$ cat src/rtl/spi_wc_pkg.sv
// Shared constants for the SPI word counter block.
// Assumes exactly two channels: index 0 is receive, index 1 is transmit.
package spi_wc_pkg;
    localparam int N_CH  = 2;
    localparam int SEL_W = 3;

    // Register select codes. Channel c uses base 3*c for count, +1 reload, +2 enable.
    typedef enum logic [SEL_W-1:0] {
        SEL_RX_CNT  = 3'd0,
        SEL_RX_RLD  = 3'd1,
        SEL_RX_EN   = 3'd2,
        SEL_TX_CNT  = 3'd3,
        SEL_TX_RLD  = 3'd4,
        SEL_TX_EN   = 3'd5,
        SEL_FIN_CLR = 3'd6,
        SEL_STALL   = 3'd7
    } reg_sel_e;

    localparam int SEL_STRIDE = 3;
endpackage

$ cat src/rtl/spi_wc_channel.sv
// One word counter channel: count register, reload register, enable bit
// and sticky finish flag.
// Assumes: write strobes are already decoded and one-hot per channel.
// A count write has priority over a decrement. A decrement from 1 loads
// the reload value directly, and a reload of 0 parks the count at 0.
module spi_wc_channel #(
    parameter int CNT_W = 16
) (
    input  logic             clk,
    input  logic             rst_n,
    input  logic             cnt_wr,
    input  logic             rld_wr,
    input  logic             en_wr,
    input  logic             fin_clr,
    input  logic [CNT_W-1:0] wr_data,
    input  logic             word_done,
    output logic [CNT_W-1:0] count,
    output logic             finish
);
    localparam logic [CNT_W-1:0] ONE  = CNT_W'(1);
    localparam logic [CNT_W-1:0] ZERO = '0;

    logic             en_q;
    logic [CNT_W-1:0] rld_q;
    logic [CNT_W-1:0] cnt_q;
    logic             fin_q;
    logic             step;
    logic             last_step;

    // A decrement happens only when enabled, pulsed, nonzero and not overwritten.
    assign step      = en_q && word_done && !cnt_wr && (cnt_q != ZERO);
    assign last_step = step && (cnt_q == ONE);

    // Enable bit, written from data bit 0.
    always_ff @(posedge clk) begin
        if (!rst_n)      en_q <= 1'b0;
        else if (en_wr)  en_q <= wr_data[0];
    end

    // Reload value, writable only while the counter is disabled.
    always_ff @(posedge clk) begin
        if (!rst_n)                  rld_q <= ZERO;
        else if (rld_wr && !en_q)    rld_q <= wr_data;
    end

    // Word count: write, else decrement or reload at the end of a burst.
    always_ff @(posedge clk) begin
        if (!rst_n)          cnt_q <= ZERO;
        else if (cnt_wr)     cnt_q <= wr_data;
        else if (last_step)  cnt_q <= rld_q;
        else if (step)       cnt_q <= cnt_q - ONE;
    end

    // Sticky finish flag: set on the last decrement, cleared by write-one, set wins.
    always_ff @(posedge clk) begin
        if (!rst_n)          fin_q <= 1'b0;
        else if (last_step)  fin_q <= 1'b1;
        else if (fin_clr)    fin_q <= 1'b0;
    end

    assign count  = cnt_q;
    assign finish = fin_q;

    // a disabled counter with no write holds its value
    p_hold_when_off_r3: assert property (@(posedge clk) disable iff (!rst_n)
        (!en_q && !cnt_wr) |=> $stable(count));

    // a pulse at zero never wraps
    p_no_wrap_r5: assert property (@(posedge clk) disable iff (!rst_n)
        (en_q && word_done && !cnt_wr && count == ZERO) |=> (count == ZERO));

    // reload value is frozen while the counter runs
    p_reload_locked_r6: assert property (@(posedge clk) disable iff (!rst_n)
        en_q |=> $stable(rld_q));

    // the last decrement raises the finish flag at the same edge
    p_finish_on_last_r7: assert property (@(posedge clk) disable iff (!rst_n)
        (en_q && word_done && !cnt_wr && count == ONE) |=> finish);

    // the flag stays up without a clear
    p_finish_sticky_r7: assert property (@(posedge clk) disable iff (!rst_n)
        (finish && !fin_clr) |=> finish);
endmodule

$ cat src/rtl/spi_wc_stall.sv
// Transmit underflow stall: holds the stall option bit and gates it with
// the transmit FIFO empty status.
// Assumes: tx_fifo_empty is synchronous to clk. The output is combinational
// from it so the shift engine sees the stall in the cycle the FIFO empties.
module spi_wc_stall (
    input  logic clk,
    input  logic rst_n,
    input  logic opt_wr,
    input  logic opt_bit,
    input  logic fifo_empty,
    output logic stall
);
    logic opt_q;

    // Stall option bit, written through its own select.
    always_ff @(posedge clk) begin
        if (!rst_n)       opt_q <= 1'b0;
        else if (opt_wr)  opt_q <= opt_bit;
    end

    assign stall = opt_q & fifo_empty;

    // a stall is never asserted while data is waiting
    p_stall_needs_empty_r9: assert property (@(posedge clk) disable iff (!rst_n)
        stall |-> fifo_empty);
endmodule

$ cat src/rtl/spi_word_count_ctl.sv
// Transfer-length control for the receive and transmit channels of a SPI master.
// Decodes register writes into per-channel strobes, instantiates one counter
// per channel and the transmit stall gate.
// Assumes: wr_sel codes come from spi_wc_pkg, and word_done inputs are
// single-cycle pulses from the shift engine.
module spi_word_count_ctl
    import spi_wc_pkg::*;
#(
    parameter int CNT_W = 16
) (
    input  logic                  clk,
    input  logic                  rst_n,
    input  logic                  wr_en,
    input  logic [SEL_W-1:0]      wr_sel,
    input  logic [CNT_W-1:0]      wr_data,
    input  logic                  rx_word_done,
    input  logic                  tx_word_done,
    input  logic                  tx_fifo_empty,
    output logic [CNT_W-1:0]      rx_count,
    output logic [CNT_W-1:0]      tx_count,
    output logic                  rx_finish,
    output logic                  tx_finish,
    output logic                  tx_stall
);
    logic [N_CH-1:0]  done_v;
    logic [N_CH-1:0]  fin_v;
    logic [CNT_W-1:0] cnt_v [N_CH];
    logic             clr_sel;

    assign done_v  = {tx_word_done, rx_word_done};
    assign clr_sel = wr_en && (wr_sel == SEL_FIN_CLR);

    // One counter channel per index, each decoding its own block of selects.
    for (genvar c = 0; c < N_CH; c++) begin : g_ch
        logic cnt_wr_c;
        logic rld_wr_c;
        logic en_wr_c;
        logic clr_c;

        // Per-channel strobes from the shared select.
        assign cnt_wr_c = wr_en && (wr_sel == SEL_W'(SEL_STRIDE * c));
        assign rld_wr_c = wr_en && (wr_sel == SEL_W'(SEL_STRIDE * c + 1));
        assign en_wr_c  = wr_en && (wr_sel == SEL_W'(SEL_STRIDE * c + 2));
        assign clr_c    = clr_sel && wr_data[c];

        spi_wc_channel #(.CNT_W(CNT_W)) u_chan (
            .clk       (clk),
            .rst_n     (rst_n),
            .cnt_wr    (cnt_wr_c),
            .rld_wr    (rld_wr_c),
            .en_wr     (en_wr_c),
            .fin_clr   (clr_c),
            .wr_data   (wr_data),
            .word_done (done_v[c]),
            .count     (cnt_v[c]),
            .finish    (fin_v[c])
        );
    end

    spi_wc_stall u_stall (
        .clk        (clk),
        .rst_n      (rst_n),
        .opt_wr     (wr_en && (wr_sel == SEL_STALL)),
        .opt_bit    (wr_data[0]),
        .fifo_empty (tx_fifo_empty),
        .stall      (tx_stall)
    );

    assign rx_count  = cnt_v[0];
    assign tx_count  = cnt_v[1];
    assign rx_finish = fin_v[0];
    assign tx_finish = fin_v[1];

    // receive count is untouched by cycles with no receive activity
    p_rx_isolated_r10: assert property (@(posedge clk) disable iff (!rst_n)
        (!rx_word_done && !wr_en) |=> $stable(rx_count));

    // a clear write with bit 0 low leaves the receive flag as it was
    p_clear_mask_r8: assert property (@(posedge clk) disable iff (!rst_n)
        (clr_sel && !wr_data[0] && rx_finish) |=> rx_finish);
endmodule

$ cat config.mk
export PLATFORM = sky130hd
export DESIGN_NAME = spi_word_count_ctl
export DESIGN_NICKNAME = d
export VERILOG_FILES = /design/src/rtl/spi_wc_pkg.sv /design/src/rtl/spi_wc_channel.sv /design/src/rtl/spi_wc_stall.sv /design/src/rtl/spi_word_count_ctl.sv
export SDC_FILE = /design/constraint.sdc
export NUM_CORES = 1
export LEC_CHECK = 0
export ABC_CLOCK_PERIOD_IN_PS = 5500
export BUFFER_PORTS_ARGS = -buffer_cell sky130_fd_sc_hd__buf_4
export CORE_AREA = 3 3 91 93
export CTS_CLUSTER_DIAMETER = 50
export DETAILED_ROUTE_END_ITERATION = 10
export DIE_AREA = 0 0 94 96
export PLACE_DENSITY = 0.79
export REMOVE_ABC_BUFFERS = 1
export SKIP_LAST_GASP = 1
export SLEW_MARGIN = 20
export SYNTH_ARGS = -nofsm -noshare
export SYNTH_HDL_FRONTEND = slang
export SYNTH_SLANG_ARGS = --single-unit
$ cat constraint.sdc
create_clock -name clk -period 5.5 [get_ports clk]
set_input_delay 0.275 -clock clk [delete_from_list [all_inputs] [get_ports clk]]
set_output_delay 0.275 -clock clk [all_outputs]
set_load 0.02 [all_outputs]
# [Word level (Yosys, flattened, before mapping)]
# Index checks and enable logic that the tools add are counted.
[word_totals] reg_bits=69 wordCells=62
[classes] eq_ne=9 n_reduce_logical=31 n_addsub=2 bitwise=1 muxes=10
[op_table] op="$mux W16" count=6
[op_table] op="$eq A16 B1 Y1 const B" count=2
[op_table] op="$reduce_bool A16 Y1" count=2
[op_table] op="$sub A16 B1 Y16 const B" count=2
[op_table] op="$logic_and A1 B1 Y1" count=20
[op_table] op="$eq A3 B3 Y1 const B" count=4
[op_table] op="$eq A3 B2 Y1 const B" count=2
[op_table] op="$reduce_bool A3 Y1" count=2
[op_table] op="$logic_not A1 Y1" count=4
[op_table] op="$mux W1" count=4
[op_table] op="$reduce_bool A2 Y1" count=2
[op_table] op="$eq A3 B1 Y1 const B" count=1
[op_table] op="$logic_not A3 Y1" count=1
[op_table] op="$and A1 B1 Y1" count=1

# [Depth between registers and ports, before layout]
# Gate-level depths: netlist of run 1.
[depth] word_depth=8 ltp_mapped=8

# [Hierarchy]
# From an unflattened synthesis of run 1, not the netlist that was laid out.
[hier_totals] hier_cells=496 area_unflattened_um2=3966.3
[modules_own_cells] module="spi_wc_channel" area_each_um2=1920.6 n_inst=2 cells_per_inst=239
[modules_own_cells] module="spi_word_count_ctl" area_each_um2=82.6 n_inst=1 cells_per_inst=14
[modules_own_cells] module="spi_wc_stall" area_each_um2=42.5 n_inst=1 cells_per_inst=4

# [Worst setup path after synthesis of run 1]
# OpenSTA, ideal clock, no wires.
[synth_path] path_type="reg2reg" from="reg g_ch[1].u_chan.cnt_q[2]" to="reg g_ch[1].u_chan.cnt_q[15]" setup_ns=0.132 slack_ns=3.486 required_ns=5.368 stages_incl_launch_ff=7 arrival_ns=1.882 path_buffers=1 path_cell_list="dfxtp_1 -> or4_1 -> buf_2 -> or2_4 -> o32a_1 -> a32oi_1 -> a21oi_1"
[synth_between] elab_chain_cells=5 elab_cells_between_ends=9
[synth_rtl] item="from (decl)" line="spi_wc_channel.sv:25" rtl="logic [CNT_W-1:0] cnt_q;"
[synth_rtl] item="from (signal assigned)" line="spi_wc_channel.sv:49" rtl="else if (cnt_wr) cnt_q <= wr_data;"
[synth_rtl] item="from (signal assigned)" line="spi_wc_channel.sv:50" rtl="else if (last_step) cnt_q <= rld_q;"
[synth_rtl] item="from (signal assigned)" line="spi_wc_channel.sv:51" rtl="else if (step) cnt_q <= cnt_q - ONE;"
[synth_rtl] item="parallel branches: the longest is 5 deep, another holds $sub A16 B1 Y16"
# Several ways; the timed one is not identified. The select of a mux whose other input is x is not followed.
# A chain may end at the register's enable or synchronous reset.

# [Worst setup path in the final report of run 1]
[layout_path] from="reg g_ch[1].u_chan.cnt_q[0]" to="reg g_ch[1].u_chan.cnt_q[12]"
# Same word-level chain as after synthesis.

==> impl_metrics.yaml, run 1 <==
clock_tree:
  cts_buffers: 9
  post_cts_buffers: 0
  ctsHoldBuffers: 0
  clock_sinks: 69
  clockRootBuffer: "clkbuf_8"
  cts_tree: "done"
  clk_pin_slew_ns: 0.08
  cts_htree_levels: 3
  clockBufferDepth: 2
  clk_latency_ns: 0.35
  cts_resized: 0
sta:
  fin_crit_sh: 0.4240
  finClkSkew_ns: 0.008693
  hold_viol: 0
  setup_viol: 0
  fin_setup_tns_ns: 0
  worstMarginPinSlew_ns: 1.040
  finalMaxSlewViolations: 0
  slew_headroom: 0.3056
  period_needed_ns: 2.332
  max_freq_ghz: 0.4288
  rsz0062_at_grt: "no"
  setup_ws_ns: 3.168
route:
  drc: 0
  avgRoutedWirePerCell_um: 16.69
  wl_mm: 10.51
  vias: 3800
  dr.pass1.iters: 5
  antenna_left: 0
  initialDrtViolationCount: 259
  via_per_inst: 6.032
setup_path:
  crit_required_ns: 5.77
  ff2ff_setup_slack_ns: 3.17
  cp-end-kind: "register"
  cp-start-kind: "register"
  slowest_delay_ns: 0.77
  critPathSlowestCell: "nor2b_1"
  critPathArrivalTime_ns: 2.60
  crit_path_cell_trace: "inv_1 > ha_1 > nor4b_1 > nand4_1 > nor2b_1 > o2111ai_1 > a31oi_1"
  crit_type: "reg -> reg"
  cp_max_fo: 12
logic_synthesis:
  synth_ff_type: "dfxtp_1"
  mappedNetlistArea_sq_mm: 0.003782
  ys_ff_latch: 69
  avgSynthCellArea_sq_um: 7.847
  synth_enable_flop_cells: 0
  synth_cell_type_count: 51
  yosysSeqAreaShare: 0.3652
  synthCells: 482
  synth_warnings: 0
  async_flop_share: 0
floorplan:
  die_x_um: 94
  ios: 60
  fp.dieH_um: 96
  die_area_sq_mm: 0.009024
  start_util: 0.4972
  coreArea_sq_mm: 0.007607
  rows: 32
layout:
  final_nets: 555
  diodes: 0
  syn_to_final_growth_pct: 19.42
  final_area_sq_mm: 0.004517
  n_fill_cell: 716
  final_cell_count_no_fill: 630
  drive_gt1_frac: 0.1780
power_and_ir_drop:
  pwr-share-seq: 0.437
  peakVddDrop_uv: 202.7
  leakagePower_nw: 1.713
  p_comb_frac: 0.152
  clkPwrFrac: 0.410
  pwr_density_cell_mw_per_mm2: 267.3
  total_power_mw: 1.207
  internal_power_uw: 888.6
  switching_share: 0.2639
  switchingPower_uw: 318.6
grt:
  grt_antenna_before_repair: 0
  grt_pass1_vias: 3499
  grt_pass1_wl_mm: 17.25
  overflow: 0
  grtUsageTotal: 0.2381
  grt_max_degree: 64
placed_design:
  hpwl_mm: 7.177
  dp_worst_setup_slack_ns: 2.877
  portBuffers: 59
  gp_congestion: 0.9035
  placed_cells: 614
  dpl_cell_area_sq_mm: 0.004255
outcome:
  outcome: "finished, final reports clean"
job:
  cap_violations: 0
hold_path:
  min_path_type: "in -> reg"
## power by group through the flow
stage          logic [mW]  clock network [mW]  registers [mW]
2_1_floorplan       0.110                   0           0.543
3_3_place_gp        0.177                   0           0.539
3_5_place_dp        0.180                   0           0.539
4_1_cts             0.181               0.502           0.528
5_1_grt             0.202               0.522           0.530
6_report            0.184               0.495           0.528
## logic make-up (layout without fill, tap and decap cells)
kind of cell | after synthesis | count (layout) | share of synthesized area
flip-flops | 69 | 69 | 0.3652
multiplexers | 17 | 17 | 0.04499
AND/OR/NAND/NOR | 223 | 223 | 0.2924
buffers and inverters | 42 | 88 | 0.04433
AO/OA/AOI/OAI | 108 | 108 | 0.1939
XOR/XNOR | 17 | 17 | 0.03936
adder cells (fa/ha/maj) | 6 | 6 | 0.01985
## worst paths after layout
kind,start,end,cells past startpoint
min reg2reg,g_ch[1].u_chan.rld_q[13],g_ch[1].u_chan.rld_q[13],2
max reg2reg,g_ch[1].u_chan.count[0],g_ch[1].u_chan.count[12],7
min,wr_data[12],g_ch[1].u_chan.rld_q[12],3
max,g_ch[1].u_chan.count[0],g_ch[1].u_chan.count[12],7
## cell type report
cell class	instances	area, sq um	share of cell area
repair buffers	64	488.0	0.1080
inverters	9	33.78	0.007479
clock inverters	6	112.6	0.02493
flip-flops and latches	69	1381	0.3058
well taps	102	127.6	0.02825
multi-input cells	371	2250	0.4981
clock buffers	9	123.9	0.02742
## registers in the layout, indices dropped and copies added, names as in the netlist
name and count:
g_ch.u_chan.count 32, g_ch.u_chan.en_q 2, g_ch.u_chan.finish 2, g_ch.u_chan.rld_q 32, u_stall.opt_q 1
## through the flow
stage,hold WS [ns],util
after detailed placement,0.4473,0.5594
after global placement,0.4421,0.5594
after global routing,0.2083,0.5938
final,0.1945,0.5938
after floorplan,0.3925,-
after CTS,0.1812,0.5905
## worst max-delay path, delay by kind of cell, from the launching register on
kind | cells | cell delay (ns)
buffers and inverters | 1 | 0.11
flip-flops | 1 | 0.50
adder cells (fa/ha/maj) | 1 | 0.20
AO/OA/AOI/OAI | 2 | 0.44
AND/OR/NAND/NOR | 3 | 1.02
## synth_stat cells, types with 8 or more instances
| cell | instances | share of area |
|---|---|---|
| nand2_1 | 87 | 0.086 |
| dfxtp_1 | 69 | 0.37 |
| nor2_1 | 45 | 0.045 |
| nand3_1 | 36 | 0.048 |
| clkbuf_1 | 25 | 0.025 |
| a31oi_1 | 23 | 0.038 |
| a21oi_1 | 22 | 0.029 |
| mux2i_1 | 17 | 0.045 |
| o211ai_1 | 15 | 0.030 |
| xnor2_1 | 10 | 0.023 |
| o21ai_0 | 9 | 0.012 |
| buf_2 | 8 | 0.011 |
| inv_1 | 8 | 0.0079 |
## placed cells by master, fill, tap and decap left out, drive strengths merged, types with 5 or more instances in the layout
master / count
a211o: 7
o21ai: 9
o21a: 7
clkbuf: 9
or4: 6
ha: 6
buf: 64
a21oi: 22
nor4: 9
a31oi: 23
xnor2: 10
nand2: 87
inv: 9
xor2: 7
nand3: 36
o211ai: 15
nand4: 7
nor3: 5
dfxtp: 69
mux2i: 17
or3: 5
nor2: 45
a211oi: 6
## routing by layer
layer | GRT usage | share of wire | up-vias
li1 | - | - | 1820
met1 | 0.3219 | 0.44 | 1793
met2 | 0.3826 | 0.47 | 168
met3 | 0.05708 | 0.080 | 19
met4 | 0.06258 | 0.013 | 0
met5 | 0 | 0 | -
No activity file was read; power rests on OpenSTA's default activity.
==> inputs of run 2 (changes only) <==
- ABC_AREA: default -> 1
- ABC_CLOCK_PERIOD_IN_PS: 5500 -> 2100
- CORE_AREA: 3 3 91 93 -> 3 3 97 99
- DIE_AREA: 0 0 94 96 -> 0 0 100 102
- PLACE_DENSITY: 0.79 -> 0.8
- clock period: 5.5 -> 2.1 ns (I/O delays scaled with it)
==> run 2 against run 1 <==
Against the previous run:
- global-route usage hardly changed
- largest cell class unchanged
- first-iteration DRC count rose by 2.3%
- non-clock buffer count rose by 8
- clock skew rose by 0.0023 ns
- register-to-register slack worse by 2.9 ns
- cell count is 38% higher
- core utilization decreased by 1.1 points
- fmax increased by 26%
- worst hold slack got worse by 0.16 ns
- combinational power rose to 3.5 times the previous value
- clock power rose to 2.7 times the previous value
- critical path depth increased by 2
==> impl_metrics.yaml, run 2 <==
floorplan:
  ios: 60
  die_x_um: 100
  coreArea_sq_mm: 0.008636
  start_util: 0.4913
  die_area_sq_mm: 0.01020
  rows: 34
  fp.dieH_um: 102
power_and_ir_drop:
  p_comb_frac: 0.193
  clkPwrFrac: 0.394
  pwr_density_cell_mw_per_mm2: 665.0
  switching_share: 0.2922
  internal_power_mw: 2.367
  switchingPower_uw: 977.4
  peakVddDrop_uv: 386.8
  pwr-share-seq: 0.413
  leakagePower_nw: 2.494
sta:
  period_needed_ns: 1.853
  finalMaxSlewViolations: 0
  fin_setup_tns_ns: 0
  max_freq_ghz: 0.5396
  rsz0062_at_grt: "no"
  worstMarginPinSlew_ns: 0.6832
  fin_crit_sh: 0.8824
  hold_viol: 0
  slew_headroom: 0.5434
  setup_viol: 0
  finClkSkew_ns: 0.01101
clock_tree:
  clk_pin_slew_ns: 0.08
  clk_latency_ns: 0.35
  ctsHoldBuffers: 0
  cts_htree_levels: 3
  clockRootBuffer: "clkbuf_8"
  cts_tree: "done"
  clock_sinks: 69
  clockBufferDepth: 2
  cts_buffers: 9
grt:
  grt_max_degree: 30
  grt_pass1_vias: 4235
  overflow: 0
  grt_pass1_wl_mm: 19.60
  grtUsageTotal: 0.2385
  grt_antenna_before_repair: 0
layout:
  final_nets: 786
  n_fill_cell: 845
  layout_commonest_cell: "nand2_1"
  multiInputGateArea_sq_mm: 0.002417
  seqCellArea_sq_mm: 0.001381
  diodes: 0
  syn_to_final_growth_pct: 18.55
  drive_gt1_frac: 0.1607
  final_area_sq_mm: 0.005030
  final_cell_mix: "nand2_1, nor2_1, inv_1"
hold_path:
  min_path_type: "in -> reg"
setup_path:
  cp-end-kind: "register"
  reg2regPathDepth: 9
  cp.depth: 9
  crit_required_ns: 2.38
  crit_path_cell_trace: "nor2_4 > nand2_2 > nor2_4 > nand3_2 > inv_1 > nor2_1 > nor2_1 > nor2_1 > nor2_1"
  cp-start-kind: "register"
  path_buf_inv: 1
  rr_endpoint: "g_ch[0].u_chan.count[8]"
  crit_family: "simple AND/OR/NAND/NOR gates"
  crit_type: "reg -> reg"
  r2r-start: "g_ch[0].u_chan.count[8]"
  ff2ff_setup_slack_ns: 0.25
  critPathArrivalTime_ns: 2.14
  cp_common_cell: "nor2_1"
  crit_start: "g_ch[0].u_chan.count[8]"
  critPathSlowestCell: "dfxtp_1"
  slowest_delay_ns: 0.38
  setup.worst_path.end: "g_ch[0].u_chan.count[8]"
  cp_max_fo: 21
logic_synthesis:
  synth_warnings: 0
  synth_ff_type: "dfxtp_1"
  ys_ff_latch: 69
  synth_top_area_cell: "dfxtp_1"
  avgSynthCellArea_sq_um: 6.087
  async_flop_share: 0
  synth_cell_type_count: 27
  synth_enable_flop_cells: 0
  synthCells: 697
  synth_area_leaders: "dfxtp_1, nand2_1, nor2_1"
  ys_top_cells_by_count: "nand2_1, nor2_1, inv_1"
  yosysSeqAreaShare: 0.3256
  post-synth-top-count-cell: "nand2_1"
  synth.top_cell.area_share: 0.3256
  mappedNetlistArea_sq_mm: 0.004243
placed_design:
  gp_congestion: 0.9623
  portBuffers: 59
  hpwl_mm: 8.909
  dpl_cell_area_sq_mm: 0.004788
outcome:
  outcome: "finished, final reports clean"
route:
  avgRoutedWirePerCell_um: 13.88
  antenna_left: 0
  via_per_inst: 5.250
  drc: 0
  wl_mm: 12.03
  initialDrtViolationCount: 265
  dr.pass1.iters: 5
  vias: 4552
job:
  cap_violations: 0
run 2: cell families (layout without fill, tap and decap cells):
group           after synthesis  in the layout  share of synthesized area
compound gates              114            114                     0.1380
xor+xnor                      9              9                    0.01858
buf+inv                     110            172                     0.1059
flops                        69             69                     0.3256
fa+ha+maj                     6              6                    0.01769
simple gates                389            389                     0.3943
run 2: power groups by stage:
stage	Sequential [mW]	Combinational, mW	Clock (mW)
global placement	1.41	0.618	0
floorplan	1.42	0.417	0
global route	1.39	0.725	1.39
finish	1.38	0.645	1.32
detailed placement	1.41	0.634	0
CTS	1.38	0.638	1.33
run 2: area by class of cell:
cell class	instances	share of cell area
Multi-Input combinational cell	518	0.4806
Clock buffer	9	0.02463
Sequential cell	69	0.2746
Timing Repair Buffer	72	0.1075
Clock inverter	6	0.02239
Inverter	85	0.06343
Tap cell	108	0.02687
run 2: how the worst min path moves through the flow:
stage / startpoint / to / slack, ns / depth (start not counted)
2_1_floorplan: rst_n / g_ch[0].u_chan.count[5] / 0.20 / 2
3_3_place_gp: wr_data[4] / g_ch[0].u_chan.rld_q[4] / 0.38 / 3
3_5_place_dp: wr_data[4] / g_ch[0].u_chan.rld_q[4] / 0.39 / 3
4_1_cts: wr_data[11] / g_ch[0].u_chan.rld_q[11] / 0.01 / 3
5_1_grt: wr_data[11] / g_ch[0].u_chan.rld_q[11] / 0.03 / 3
6_report: wr_data[11] / g_ch[0].u_chan.rld_q[11] / 0.03 / 3
run 2: metal layers:
| layer | global-route usage | routed length, um |
|---|---|---|
| met1 | 0.3009 | 5197 |
| met2 | 0.4105 | 5577 |
| met3 | 0.04027 | 1026 |
| met4 | 0.08912 | 229 |
| met5 | 0 | 0 |
run 2: per-stage QoR:
stage / utilization / instances / worst slack (ns) / hold slack [ns] / power [mW]
finish: 0.5824 / 867 / 0.2469 / 0.03353 / 3.345
global route: 0.5824 / 867 / 0.03640 / 0.02832 / 3.503
CTS: 0.5819 / 867 / 0.2195 / 0.01472 / 3.350
detailed placement: 0.5545 / 852 / 0.2301 / 0.3899 / 2.044
global placement: 0.5545 / 852 / 0.3059 / 0.3800 / 2.027
floorplan: - / 672 / 0.3101 / 0.2026 / 1.842
run 2: worst min-delay path, cell delays in order:
cell and delay [ns]:
buf_4 0.11, nor2_1 0.05, nor2_1 0.08
run 2: repair_timing:
item / CTS / global route
resized for setup: 0 / 1
setup endpoints to repair: 0 / 1
setup buffers: 0 / 0
